--- src/rtl/pbus_pkg.sv ---
package pbus_pkg;
  typedef enum logic {
    ST_ADDR = 1'b0,
    ST_DATA = 1'b1
  } acc_state_e;

  localparam int VAL_BYTES = 4;
  localparam int OLEN_W    = 2;
  localparam int BYTE_W    = 8;
endpackage

--- src/rtl/pbus_strobe_sync.sv ---
module pbus_strobe_sync #(
  parameter int DW = 8
) (
  input  logic          clk,
  input  logic          rst_n,
  input  logic          wr_n,
  input  logic          rd_n,
  input  logic [DW-1:0] din,
  output logic          wr_ev,
  output logic          rd_fall_ev,
  output logic          rd_rise_ev,
  output logic          rd_low,
  output logic          blocked,
  output logic          coll,
  output logic [DW-1:0] wdata
);
  // index 0 is the newest sample
  logic [2:0]    wr_sh, rd_sh;
  logic [DW-1:0] d1_q, d2_q;
  logic          blk_q, blk_nxt;
  logic          s_wr, s_wr_d, s_rd, s_rd_d, both_low;

  assign s_wr   = wr_sh[1];
  assign s_wr_d = wr_sh[2];
  assign s_rd   = rd_sh[1];
  assign s_rd_d = rd_sh[2];
  assign both_low = !s_wr && !s_rd;

  always_comb begin
    blk_nxt = blk_q;
    if (both_low)         blk_nxt = 1'b1;
    else if (s_wr && s_rd) blk_nxt = 1'b0;
  end

  always_ff @(posedge clk or negedge rst_n) begin
    if (!rst_n) begin
      wr_sh <= '1;
      rd_sh <= '1;
      d1_q  <= '0;
      d2_q  <= '0;
      blk_q <= 1'b0;
    end else begin
      wr_sh <= {wr_sh[1:0], wr_n};
      rd_sh <= {rd_sh[1:0], rd_n};
      d1_q  <= din;
      d2_q  <= d1_q;
      blk_q <= blk_nxt;
    end
  end

  assign blocked    = blk_q || both_low;
  assign coll       = both_low;
  assign rd_low     = !s_rd;
  assign wr_ev      = s_wr && !s_wr_d && !blocked;
  assign rd_fall_ev = !s_rd && s_rd_d && !blocked;
  assign rd_rise_ev = s_rd && !s_rd_d && !blocked;
  assign wdata      = d2_q;
endmodule

--- src/rtl/pbus_access_seq.sv ---
module pbus_access_seq
  import pbus_pkg::*;
#(
  parameter int AW = 3
) (
  input  logic              clk,
  input  logic              rst_n,
  input  logic              wr_ev,
  input  logic              rd_rise_ev,
  input  logic [BYTE_W-1:0] wdata,
  input  logic [OLEN_W-1:0] outlen,
  output logic [AW-1:0]     ptr,
  output acc_state_e        st,
  output logic              reg_we
);
  acc_state_e    st_q, st_nxt;
  logic [AW-1:0] ptr_q, ptr_nxt;
  logic          we_c;

  always_comb begin
    st_nxt  = st_q;
    ptr_nxt = ptr_q;
    we_c    = 1'b0;
    if (wr_ev) begin
      if (st_q == ST_ADDR) begin
        ptr_nxt = AW'(wdata);
        st_nxt  = ST_DATA;
      end else begin
        we_c    = 1'b1;
        ptr_nxt = ptr_q + AW'(1);
      end
    end else if (rd_rise_ev) begin
      st_nxt = ST_ADDR;
      if (outlen != '0) begin
        ptr_nxt = (ptr_q == AW'(outlen)) ? '0 : ptr_q + AW'(1);
      end
    end
  end

  always_ff @(posedge clk or negedge rst_n) begin
    if (!rst_n) begin
      st_q  <= ST_ADDR;
      ptr_q <= '0;
    end else begin
      st_q  <= st_nxt;
      ptr_q <= ptr_nxt;
    end
  end

  assign ptr    = ptr_q;
  assign st     = st_q;
  assign reg_we = we_c;
endmodule

--- src/rtl/pbus_reg_file.sv ---
module pbus_reg_file
  import pbus_pkg::*;
#(
  parameter int NREG     = 8,
  parameter int CFG_ADDR = 4,
  parameter int AW       = 3
) (
  input  logic                              clk,
  input  logic                              rst_n,
  input  logic                              we,
  input  logic [BYTE_W-1:0]                 wdata,
  input  logic [AW-1:0]                     ptr,
  input  logic                              rd_fall_ev,
  input  logic                              rd_low,
  input  logic                              blocked,
  input  logic [VAL_BYTES*BYTE_W-1:0]       live,
  output logic [BYTE_W-1:0]                 dout,
  output logic                              oe,
  output logic [OLEN_W-1:0]                 outlen,
  output logic [(NREG-VAL_BYTES)*BYTE_W-1:0] regs_flat
);
  localparam int VW = VAL_BYTES * BYTE_W;

  logic [BYTE_W-1:0] rf [NREG];
  logic [VW-1:0]     snap_q, snap_src;
  logic [BYTE_W-1:0] dout_q, rd_byte;
  logic              oe_q, refresh;

  for (genvar i = 0; i < NREG; i++) begin : g_reg
    if (i < VAL_BYTES) begin : g_ro
      assign rf[i] = '0;
    end else begin : g_rw
      always_ff @(posedge clk or negedge rst_n) begin
        if (!rst_n)                   rf[i] <= '0;
        else if (we && ptr == AW'(i)) rf[i] <= wdata;
      end
      assign regs_flat[(i-VAL_BYTES)*BYTE_W +: BYTE_W] = rf[i];
    end
  end

  assign outlen   = rf[CFG_ADDR][OLEN_W-1:0];
  assign refresh  = (outlen == '0) || (ptr == '0);
  assign snap_src = refresh ? live : snap_q;

  always_comb begin
    rd_byte = '0;
    for (int i = 0; i < NREG; i++) begin
      if (ptr == AW'(i)) begin
        if (i < VAL_BYTES) rd_byte = snap_src[i*BYTE_W +: BYTE_W];
        else               rd_byte = rf[i];
      end
    end
  end

  always_ff @(posedge clk or negedge rst_n) begin
    if (!rst_n) begin
      snap_q <= '0;
      dout_q <= '0;
      oe_q   <= 1'b0;
    end else begin
      if (rd_fall_ev && refresh) snap_q <= live;
      if (rd_fall_ev)            dout_q <= rd_byte;
      if (rd_fall_ev)                 oe_q <= 1'b1;
      else if (!rd_low || blocked)    oe_q <= 1'b0;
    end
  end

  assign dout = dout_q;
  assign oe   = oe_q;
endmodule

--- src/rtl/pbus_reg_ctrl.sv ---
module pbus_reg_ctrl
  import pbus_pkg::*;
#(
  parameter int NREG     = 8,
  parameter int CFG_ADDR = 4
) (
  input  logic                               clk,
  input  logic                               rst_n,
  input  logic                               wr_n,
  input  logic                               rd_n,
  input  logic [7:0]                         data_in,
  output logic [7:0]                         data_out,
  output logic                               data_oe,
  input  logic [31:0]                        live_value,
  output logic                               coll_err,
  output logic [(NREG-VAL_BYTES)*BYTE_W-1:0] cfg_regs
);
  localparam int AW = $clog2(NREG);

  logic [1:0]        rst_sh;
  logic              rst_n_i;
  logic              wr_ev, rd_fall_ev, rd_rise_ev, rd_low, blocked, coll;
  logic [BYTE_W-1:0] wdata;
  logic [AW-1:0]     ptr;
  acc_state_e        st;
  logic              reg_we, err_q;
  logic [OLEN_W-1:0] outlen;

  always_ff @(posedge clk or negedge rst_n) begin
    if (!rst_n) rst_sh <= '0;
    else        rst_sh <= {rst_sh[0], 1'b1};
  end
  assign rst_n_i = rst_sh[1];

  pbus_strobe_sync #(.DW(BYTE_W)) sync_i (
    .clk(clk), .rst_n(rst_n_i), .wr_n(wr_n), .rd_n(rd_n), .din(data_in),
    .wr_ev(wr_ev), .rd_fall_ev(rd_fall_ev), .rd_rise_ev(rd_rise_ev),
    .rd_low(rd_low), .blocked(blocked), .coll(coll), .wdata(wdata)
  );

  pbus_access_seq #(.AW(AW)) seq_i (
    .clk(clk), .rst_n(rst_n_i), .wr_ev(wr_ev), .rd_rise_ev(rd_rise_ev),
    .wdata(wdata), .outlen(outlen), .ptr(ptr), .st(st), .reg_we(reg_we)
  );

  pbus_reg_file #(.NREG(NREG), .CFG_ADDR(CFG_ADDR), .AW(AW)) rf_i (
    .clk(clk), .rst_n(rst_n_i), .we(reg_we), .wdata(wdata), .ptr(ptr),
    .rd_fall_ev(rd_fall_ev), .rd_low(rd_low), .blocked(blocked),
    .live(live_value), .dout(data_out), .oe(data_oe), .outlen(outlen),
    .regs_flat(cfg_regs)
  );

  always_ff @(posedge clk or negedge rst_n_i) begin
    if (!rst_n_i)  err_q <= 1'b0;
    else if (coll) err_q <= 1'b1;
  end
  assign coll_err = err_q;
endmodule

--- config.mk ---
export PLATFORM = sky130hd
export DESIGN_NAME = pbus_reg_ctrl
export DESIGN_NICKNAME = d
export VERILOG_FILES = /design/src/rtl/pbus_pkg.sv /design/src/rtl/pbus_strobe_sync.sv /design/src/rtl/pbus_access_seq.sv /design/src/rtl/pbus_reg_file.sv /design/src/rtl/pbus_reg_ctrl.sv
export SDC_FILE = /design/constraint.sdc
export NUM_CORES = 1
export LEC_CHECK = 0
export CORE_MARGIN = 3
export CORE_UTILIZATION = 34
export DETAILED_ROUTE_END_ITERATION = 8
export GPL_ROUTABILITY_DRIVEN = 0
export PLACE_DENSITY = 0.53
export RECOVER_POWER = 100
export SKIP_LAST_GASP = 1
export SYNTH_ARGS = -nofsm -noshare
export SYNTH_HDL_FRONTEND = slang
export SYNTH_SLANG_ARGS = --single-unit
--- constraint.sdc ---
create_clock -name clk -period 4.1 [get_ports clk]
set_input_delay 1.23 -clock clk [delete_from_list [all_inputs] [get_ports clk]]
set_output_delay 1.23 -clock clk [all_outputs]
set_load 0.03 [all_outputs]
Yosys cells after proc, flatten, opt, wreduce, memory -nomap -nowiden

Cells that the tools add are included.

Flip-flop bits (word level): 103
Bits of input ports: 44
Output and inout bits: 42
Word-level logic and storage cells: 76

Add/sub/neg operators: 1
Equal/unequal tests: 8
Mux-type cells: 22
Reduce and logical (&&, ||, !) cells: 29

Operator list:

| cell                | count |
|---|---|
| $mux 8              | 8 |
| $mux 32             | 1 |
| $mux 3              | 5 |
| $logic_and 1x1->1   | 13 |
| $eq 3x3->1 const B  | 4 |
| $reduce_bool 2->1   | 5 |
| $mux 1              | 8 |
| $eq 3x2->1 const B  | 2 |
| $logic_not 1->1     | 5 |
| $add 3x1->3 const B | 1 |
| $eq 3x1->1 const B  | 1 |
| $eq 3x2->1          | 1 |
| $logic_not 3->1     | 1 |
| $logic_or 1x1->1    | 3 |
| $logic_not 2->1     | 1 |
| $reduce_and 2->1    | 1 |

Longest topological paths before layout

Gate-level depths: netlist of run 1.

Depth in word-level cells: 11
Gate-level depth with buffers: 8
Depth with buffers taken out: 7

By module

A second synthesis of run 1 with hierarchy kept.

Cells, all modules: 371
Area, all modules: 4,479.3 um2

By module, submodules not included:

| module           | times used | cells each | area each (um2) | sequential area each (um2) |
|---|---|---|---|---|
| pbus_reg_file    | 1          | 305        | 3,463.3         | 1,626.6 |
| pbus_strobe_sync | 1          | 31         | 646.9           | 583.1 |
| pbus_access_seq  | 1          | 30         | 284.0           | 100.1 |
| pbus_reg_ctrl    | 1          | 5          | 85.1            | 75.1 |

Worst setup path before layout of run 1

OpenSTA, ideal clock, no wires.

Kind: register to register
Start point: reg sync_i.rd_sh[1]
End point: reg rf_i.rf (netlist bit rf_i.regs_flat[10])
Library setup time: 0.125 ns
Arrival time: 1.921 ns
Data required time: 3.975 ns
Slack: 2.054 ns
Stages on the path, launching flop included: 8
Buffers on the path: 1
Period minus slack after synthesis: 2.046 ns
Cell sequence: dfstp_2 > inv_1 > ha_1 > nor4b_4 > and2_1 > buf_4 > nand3_4 > mux2_2

Cells in the longest elaborated chain, start to end: 7

RTL lines:

| element                         | RTL line               | text |
|---|---|---|
| from (decl)                     | pbus_strobe_sync.sv:18 | `logic [2:0] wr_sh, rd_sh;` |
| from (signal assigned)          | pbus_strobe_sync.sv:44 | `rd_sh <= {rd_sh[1:0], rd_n};` |
| $logic_not 1->1                 | pbus_strobe_sync.sv:27 | `assign both_low = !s_wr && !s_rd;` |
| $logic_and 1x1->1               | pbus_strobe_sync.sv:27 |  |
| named net coll                  | pbus_reg_ctrl.sv:22    | `logic wr_ev, rd_fall_ev, rd_rise_ev, rd_low, blocked, coll;` |
| $logic_or 1x1->1                | pbus_strobe_sync.sv:51 | `assign blocked = blk_q \|\| both_low;` |
| $logic_not 1->1                 | pbus_strobe_sync.sv:54 | `assign wr_ev = s_wr && !s_wr_d && !blocked;` |
| $logic_and 1x1->1               | pbus_strobe_sync.sv:54 |  |
| $mux 1                          | pbus_access_seq.sv:24  | `if (wr_ev) begin` |
| $logic_and 1x1->1               | pbus_reg_file.sv:35    | `else if (we && ptr == AW'(i)) rf[i] <= wdata;` |
| to (signal, indexed assignment) | pbus_reg_file.sv:35    |  |
| to (decl)                       | pbus_reg_file.sv:24    | `logic [BYTE_W-1:0] rf [NREG];` |

The timed path passes the listed nets, and every way through them passes these cells.
A chain may end at the register's enable or synchronous reset.

Worst setup path after layout of run 1

Start point: reg seq_i.ptr_q[0] (netlist: seq_i.ptr[0])
End point: reg rf_i.snap_q[14]

Cells in the longest elaborated chain, start to end: 3

RTL lines:

| element                | RTL line              | text |
|---|---|---|
| from (decl)            | pbus_access_seq.sv:17 | `logic [AW-1:0] ptr_q, ptr_nxt;` |
| from (signal assigned) | pbus_access_seq.sv:46 | `ptr_q <= ptr_nxt;` |
| $logic_not 3->1        | pbus_reg_file.sv:42   | `assign refresh = (outlen == '0) \|\| (ptr == '0);` |
| $logic_or 1x1->1       | pbus_reg_file.sv:42   |  |
| $logic_and 1x1->1      | pbus_reg_file.sv:61   | `if (rd_fall_ev && refresh) snap_q <= live;` |
| to (signal assigned)   | pbus_reg_file.sv:61   |  |
| to (decl)              | pbus_reg_file.sv:25   | `logic [VW-1:0] snap_q, snap_src;` |

No other way between the ends.

==> flow_summary_export.csv, run 1 <==
group,metric,value,unit
run_status,violations,"capacitance limit, slew limit",
critical_path,r2r-start,"seq_i.ptr[0]",
clock_tree,clk_latency,0.35,ns
min_path,min_from,"sync_i.d1_q[0]",
clock_tree,clockBufferDepth,2,
timing,worst_pin_slew,2.63,ns
min_path,hold_path_end,"sync_i.wdata[0]",
die,start_util,0.357,
synth,synthArstFlopShare,1.00,
clock_tree,cts_root_buffer,"clkbuf_16",
routing,drt_iter0_markers,162,
power_and_ir_drop,cellInternalPower,2.66,mW
synth,syn_inst,345,
routing,top_layer_used,"met4",
timing,slew_headroom,-0.752,
synth,synth_seq_cells,95,
grt,grt_max_degree,65,
power_and_ir_drop,comb_power_share,0.414,
power_and_ir_drop,p_sw_frac,0.380,
grt,overflow,0,
min_path,hp-class,"register to register",
timing,fmax,0.311,GHz
routing,drt_pass1_iterations,4,
clock_tree,path_clk_slew,0.07,ns
synth,yosysSeqAreaShare,0.542,
die,core_area,12300,um2
critical_path,crit_fanout,24,
synth,synth_edf_count,0,
place,dp_slack,1.62,ns
place,placed_area,5390,um2
die,dieArea,14300,um2
finish,regArea,2380,um2
timing,skew,0.00870,ns
grt,grt_use_total,0.162,
critical_path,crit_type,"register to register",
finish,drive_above_1_share,0.213,
die,fp.dieW,120,um
grt,antenna_found_initial,0,
clock_tree,ctsResizeCount,0,
finish,layout_common_cells,"89 x dfrtp_1, 65 x mux2_2, 53 x dlygate4sd3_1",
job,timing.max_cap.violations,1,
critical_path,crit_path_end_kind,"register",
clock_tree,cts_tree,"done",
power_and_ir_drop,power_frac_clock,0.227,
timing,drv_slew,65,
place,portBuffers,85,
synth,synth_cell_types,48,
routing,via_count,3067,
clock_tree,htree_levels,3,
critical_path,crit_start,"seq_i.ptr[0]",
timing,setup_tns,0,ns
routing,routed-wl-met2,4760,um
power_and_ir_drop,vdd_ir_drop_max,291,uV
critical_path,arrival,3.44,ns
clock_tree,cts_sinks,95,
routing,routedWlPerCell,18.7,um
power_and_ir_drop,p_total,4.28,mW
timing,hold_viol_final,0,
synth,synthesis.nets,396,
routing,vias_per_cell,5.12,
routing,wirelength_met1,5610,um
die,die_h,120,um
power_and_ir_drop,power_density,754,nW/um2
clock_tree,cts_setup_buffers,0,
place,dpl.hpwl,8000,um
timing,rsz0062_at_grt,"no",
run_status,status,"finished, violations left",
clock_tree,cts_made_buffers,9,
power_and_ir_drop,p_leak,2.48,nW
grt,first_global_vias,3149,
timing,setup-violations-final,0,
finish,num-fill-cells,1166,
synth,yosysWarnings,0,
routing,drt-total-wl,11200,um
power_and_ir_drop,switching_power,1.63,mW
finish,multiInputGateArea,1820,um2
min_path,hold-path-cell-count,0,
power_and_ir_drop,seqPwrFrac,0.359,
synth,avgSynthCellArea,12.7,um2
synth,synth_flop_cell,"dfrtp_1",
critical_path,r2r_end,"rf_i.snap_q[14]",
routing,drc,0,
routing,wl_met3,656,um
synth,synth_area,4400,um2
critical_path,cp.required,4.33,ns
die,rows,40,
finish,final_common_cell,"dfrtp_1",
clock_tree,ctsHoldBuffers,0,
timing,period_minus_slack,3.21,ns
critical_path,worst_setup_path_start_kind,"register",
critical_path,reg2regPathDepth,7,
grt,grt_first_pass_wirelength,18100,um
routing,final_antenna_net_count,0,
finish,fin_area,5670,um2
finish,final_nets,477,
die,ioPinCount,86,
critical_path,reg2reg_slack,0.89,ns
timing,setup_ws,0.885,ns
timing,fin_crit_sh,0.784,
finish,area_delta_synth_final,29.1,%
finish,antenna_cells,0,
## stage by stage
stage | instances | hold WS [ns] | util
after global placement | 583 | 0.332 | 0.438
after CTS | 599 | 0.349 | 0.466
after floorplan | 345 | 0.331 | -
final | 599 | 0.348 | 0.461
after global routing | 599 | 0.356 | 0.461
after detailed placement | 583 | 0.335 | 0.438
## sequential cells by signal, summed over array words and instances (netlist names), 2 cells and up
name / count
rf_i.dout: 8
rf_i.outlen: 2
rf_i.regs_flat: 30
rf_i.snap_q: 24
rst_sh: 2
seq_i.ptr: 3
sync_i.d1_q: 8
sync_i.rd_sh: 3
sync_i.wdata: 8
sync_i.wr_sh: 3
## Yosys cell counts (4+ instances only)
| library cell | number | area (um2) |
|---|---|---|
| dfstp_2 | 6 | 158 |
| a211oi_1 | 10 | 75.1 |
| nor3b_1 | 7 | 52.6 |
| nand2_1 | 11 | 41.3 |
| nor2_1 | 8 | 30.0 |
| inv_1 | 9 | 33.8 |
| clkbuf_1 | 10 | 37.5 |
| nor2b_1 | 11 | 68.8 |
| ha_1 | 7 | 87.6 |
| a21oi_1 | 10 | 50.1 |
| dfrtp_1 | 89 | 2230 |
| a221oi_1 | 13 | 114 |
| mux2_2 | 65 | 732 |
| mux2i_1 | 10 | 100 |
| buf_2 | 4 | 20.0 |
| nor3_1 | 8 | 40.0 |
| a221o_1 | 8 | 80.1 |
| a2bb2oi_1 | 6 | 52.6 |
| o21ai_0 | 12 | 60.1 |
## layout make-up
| type | instances | share of cell area |
|---|---|---|
| inverter | 11 | 0.00728 |
| sequential | 95 | 0.420 |
| multi-input combinational | 220 | 0.320 |
| clock buffer | 10 | 0.0404 |
| clock inverter | 6 | 0.0203 |
| tap | 168 | 0.0370 |
| timing repair buffer | 89 | 0.155 |
## worst max path at each step
| stage | cells after the start | to | slack (ns) |
|---|---|---|---|
| CTS | 1 | cfg_regs[1] | 1.27 |
| floorplan | 0 | coll_err | 1.27 |
| detailed placement | 4 | rf_i.dout[7] | 1.62 |
| finish | 7 | rf_i.snap_q[14] | 0.89 |
| global placement | 4 | rf_i.dout[2] | 1.61 |
| global route | 7 | rf_i.snap_q[11] | 0.63 |
## power groups by stage
stage          combinational (mW)  sequential, mW  clock, mW
2_1_floorplan                1.01            1.77          0
5_1_grt                      1.92            1.59       1.04
4_1_cts                      1.86            1.55      0.998
3_3_place_gp                 1.82            1.57          0
3_5_place_dp                 1.85            1.57          0
6_report                     1.77            1.54      0.971
## critical path: stages (launching register included)
cell and delay [ns]:
dfrtp_1 0.45, inv_1 0.09, ha_1 0.39, a21oi_2 0.18, buf_4 0.31, nand2b_1 0.15, clkbuf_1 1.06, mux2_2 0.43
## per-layer routing
layer,GRT usage,vias to the layer above
met3,0.0495,12
met2,0.228,91
met5,0,-
met1,0.240,1526
li1,-,1438
met4,0.0451,0
## kinds of logic (layout without fill, tap and decap cells)
kind of cell             after synthesis  after routing  synth area share
multiplexers                          75             75             0.189
other                                  1              1          0.000853
adder cells (fa/ha/maj)                7              7            0.0199
AO/OA/AOI/OAI                         73             73             0.123
flip-flops                            95             95             0.542
buffers and inverters                 30            116            0.0330
AND/OR/NAND/NOR                       63             63            0.0894
XOR/XNOR                               1              1           0.00199
No activity file was read; power rests on OpenSTA's default activity.
==> inputs of run 2 (changes only) <==
==> constraint.sdc (replaced) <==
create_clock -name clk -period 3.13 [get_ports clk]
set_input_delay 0.939 -clock clk [delete_from_list [all_inputs] [get_ports clk]]
set_output_delay 0.939 -clock clk [all_outputs]
set_load 0.03 [all_outputs]
==> run 2 against run 1 <==
  * The run still ends with capacitance limit, slew limit left
  * Core utilization shrank 0.14 points
  * Die area did not move
  * First-iteration DRC count grew 61%
  * Combinational power is 33% higher
  * Sequential share of layout area is 0.13 points higher
==> flow_summary_export.csv, run 2 (same netlist as run 1, synthesis figures left out) <==
group,metric,value,unit
run_status,status,"finished, violations left",
run_status,violations,"capacitance limit, slew limit",
clock_tree,path_clk_slew,0.07,ns
grt,grt_max_degree,51,
die,dieArea,14300,um2
die,die_h,120,um
die,core_area,12300,um2
clock_tree,ctsResizeCount,0,
timing,hold_viol_final,0,
critical_path,cp.required,3.35,ns
timing,skew,0.00496,ns
power_and_ir_drop,power_density,968,nW/um2
min_path,hold-path-cell-count,0,
finish,layout_common_cells,"89 x dfrtp_1, 65 x mux2_2, 53 x dlygate4sd3_1",
finish,final_common_cell,"dfrtp_1",
die,start_util,0.357,
die,fp.dieW,120,um
grt,overflow,0,
min_path,hold_path_end,"sync_i.wdata[0]",
routing,via_count,3027,
critical_path,reg2regPathDepth,7,
timing,drv_slew,45,
finish,fin_cells,599,
routing,vias_per_cell,5.05,
timing,worst_pin_slew,1.72,ns
timing,fmax,0.380,GHz
routing,drt-total-wl,11000,um
timing,setup_ws,0.498,ns
grt,first_global_vias,3162,
die,ioPinCount,86,
routing,routedWlPerCell,18.4,um
power_and_ir_drop,p_total,5.48,mW
grt,antenna_found_initial,0,
min_path,hp-class,"register to register",
finish,multiInputGateArea,1830,um2
power_and_ir_drop,vdd_ir_drop_max,571,uV
routing,final_antenna_net_count,0,
timing,rsz0062_at_grt,"no",
timing,period_minus_slack,2.63,ns
grt,grt_first_pass_wirelength,17800,um
critical_path,slowest_stage,"dfstp_1",
clock_tree,cts_setup_buffers,0,
clock_tree,cts_sinks,95,
finish,final_nets,477,
grt,grt_use_total,0.159,
critical_path,crit_path_end_kind,"register",
clock_tree,cts_tree,"done",
timing,setup_tns,0,ns
routing,drt_pass1_iterations,4,
clock_tree,clockBufferDepth,2,
critical_path,crit_type,"register to register",
critical_path,reg2reg_slack,0.50,ns
finish,fin_util,0.459,
finish,antenna_cells,0,
critical_path,arrival,2.85,ns
routing,drc,0,
timing,fin_crit_sh,0.841,
die,rows,40,
power_and_ir_drop,p_leak,2.47,nW
routing,drt_iter0_markers,261,
finish,largest_reg_flops,30,
place,portBuffers,85,
critical_path,cp_cell_sequence,"inv_1 -> ha_1 -> nor3_1 -> and2_0 -> nand3_1 -> a221oi_1 -> a21oi_1",
critical_path,crit_fanout,12,
critical_path,r2r_end,"rf_i.dout[5]",
critical_path,r2r-start,"sync_i.rd_sh[1]",
finish,drive_above_1_share,0.218,
critical_path,slowest_delay,0.55,ns
place,place_inst,583,
timing,setup-violations-final,0,
finish,num-fill-cells,1202,
finish,regArea,2380,um2
clock_tree,ctsHoldBuffers,0,
job,timing.max_cap.violations,1,
min_path,min_from,"sync_i.d1_q[0]",
clock_tree,cts_root_buffer,"clkbuf_16",
place,dpl.hpwl,7970,um
clock_tree,htree_levels,3,
timing,slew_headroom,-0.146,
critical_path,worst_setup_path_start_kind,"register",
place,dp_slack,0.453,ns
clock_tree,clk_latency,0.35,ns
clock_tree,cts_made_buffers,9,
finish,area_delta_synth_final,28.7,%
-- run 2: cell count changes in the layout (fill, tap and decap cells not counted), sizes merged --
cell      previous run  this run
clkinv               1         3
clkbuf              11        12
bufinv               3         1
clkinvlp             1         0
-- run 2: layout make-up --
cell class | count | share of cell area
Timing Repair Buffer | 89 | 0.156
Multi-Input combinational cell | 220 | 0.324
Clock inverter | 5 | 0.0115
Sequential cell | 95 | 0.422
Tap cell | 168 | 0.0372
Inverter | 11 | 0.00730
Clock buffer | 11 | 0.0429
-- run 2: per-stage QoR --
| step | instance area [um2] | hold WS [ns] |
|---|---|---|
| after floorplan | 4400 | 0.331 |
| after global placement | 5400 | 0.331 |
| after detailed placement | 5400 | 0.336 |
| after CTS | 5710 | 0.352 |
| after global routing | 5660 | 0.354 |
| final | 5660 | 0.349 |
-- run 2: routing by layer --
metal,up-vias,global-route usage,share of wire
li1,1441,-,-
met1,1488,0.232,0.49
met2,89,0.228,0.44
met3,9,0.0495,0.056
met4,0,0.0465,0.012
met5,-,0,0
-- run 2: worst max-delay path by stage --
stage | from | endpoint | slack [ns]
CTS | seq_i.ptr[1] | rf_i.dout[6] | 0.43
global placement | seq_i.ptr[1] | rf_i.dout[6] | 0.49
finish | sync_i.rd_sh[1] | rf_i.dout[5] | 0.50
detailed placement | seq_i.ptr[1] | rf_i.dout[2] | 0.45
floorplan | rst_sh[1] | coll_err | 0.30
global route | rst_sh[1] | rf_i.snap_q[31] | 0.26
-- run 2: worst max-delay path, delay by kind of cell, from the launching register on --
family | cells | cell delay [ns]
and+or+nand+nor | 3 | 1.22
AOI/OAI and AO/OA | 2 | 0.41
DFF | 1 | 0.55
buffers and inverters | 1 | 0.06
adders and majority gates | 1 | 0.27
-- run 2: where the power goes --
| group | total, mW | switching [mW] | internal (mW) |
|---|---|---|---|
| combinational | 2.35 | 1.29 | 1.06 |
| clock | 1.12 | 0.470 | 0.650 |
| sequential | 2.00 | 0.369 | 1.63 |
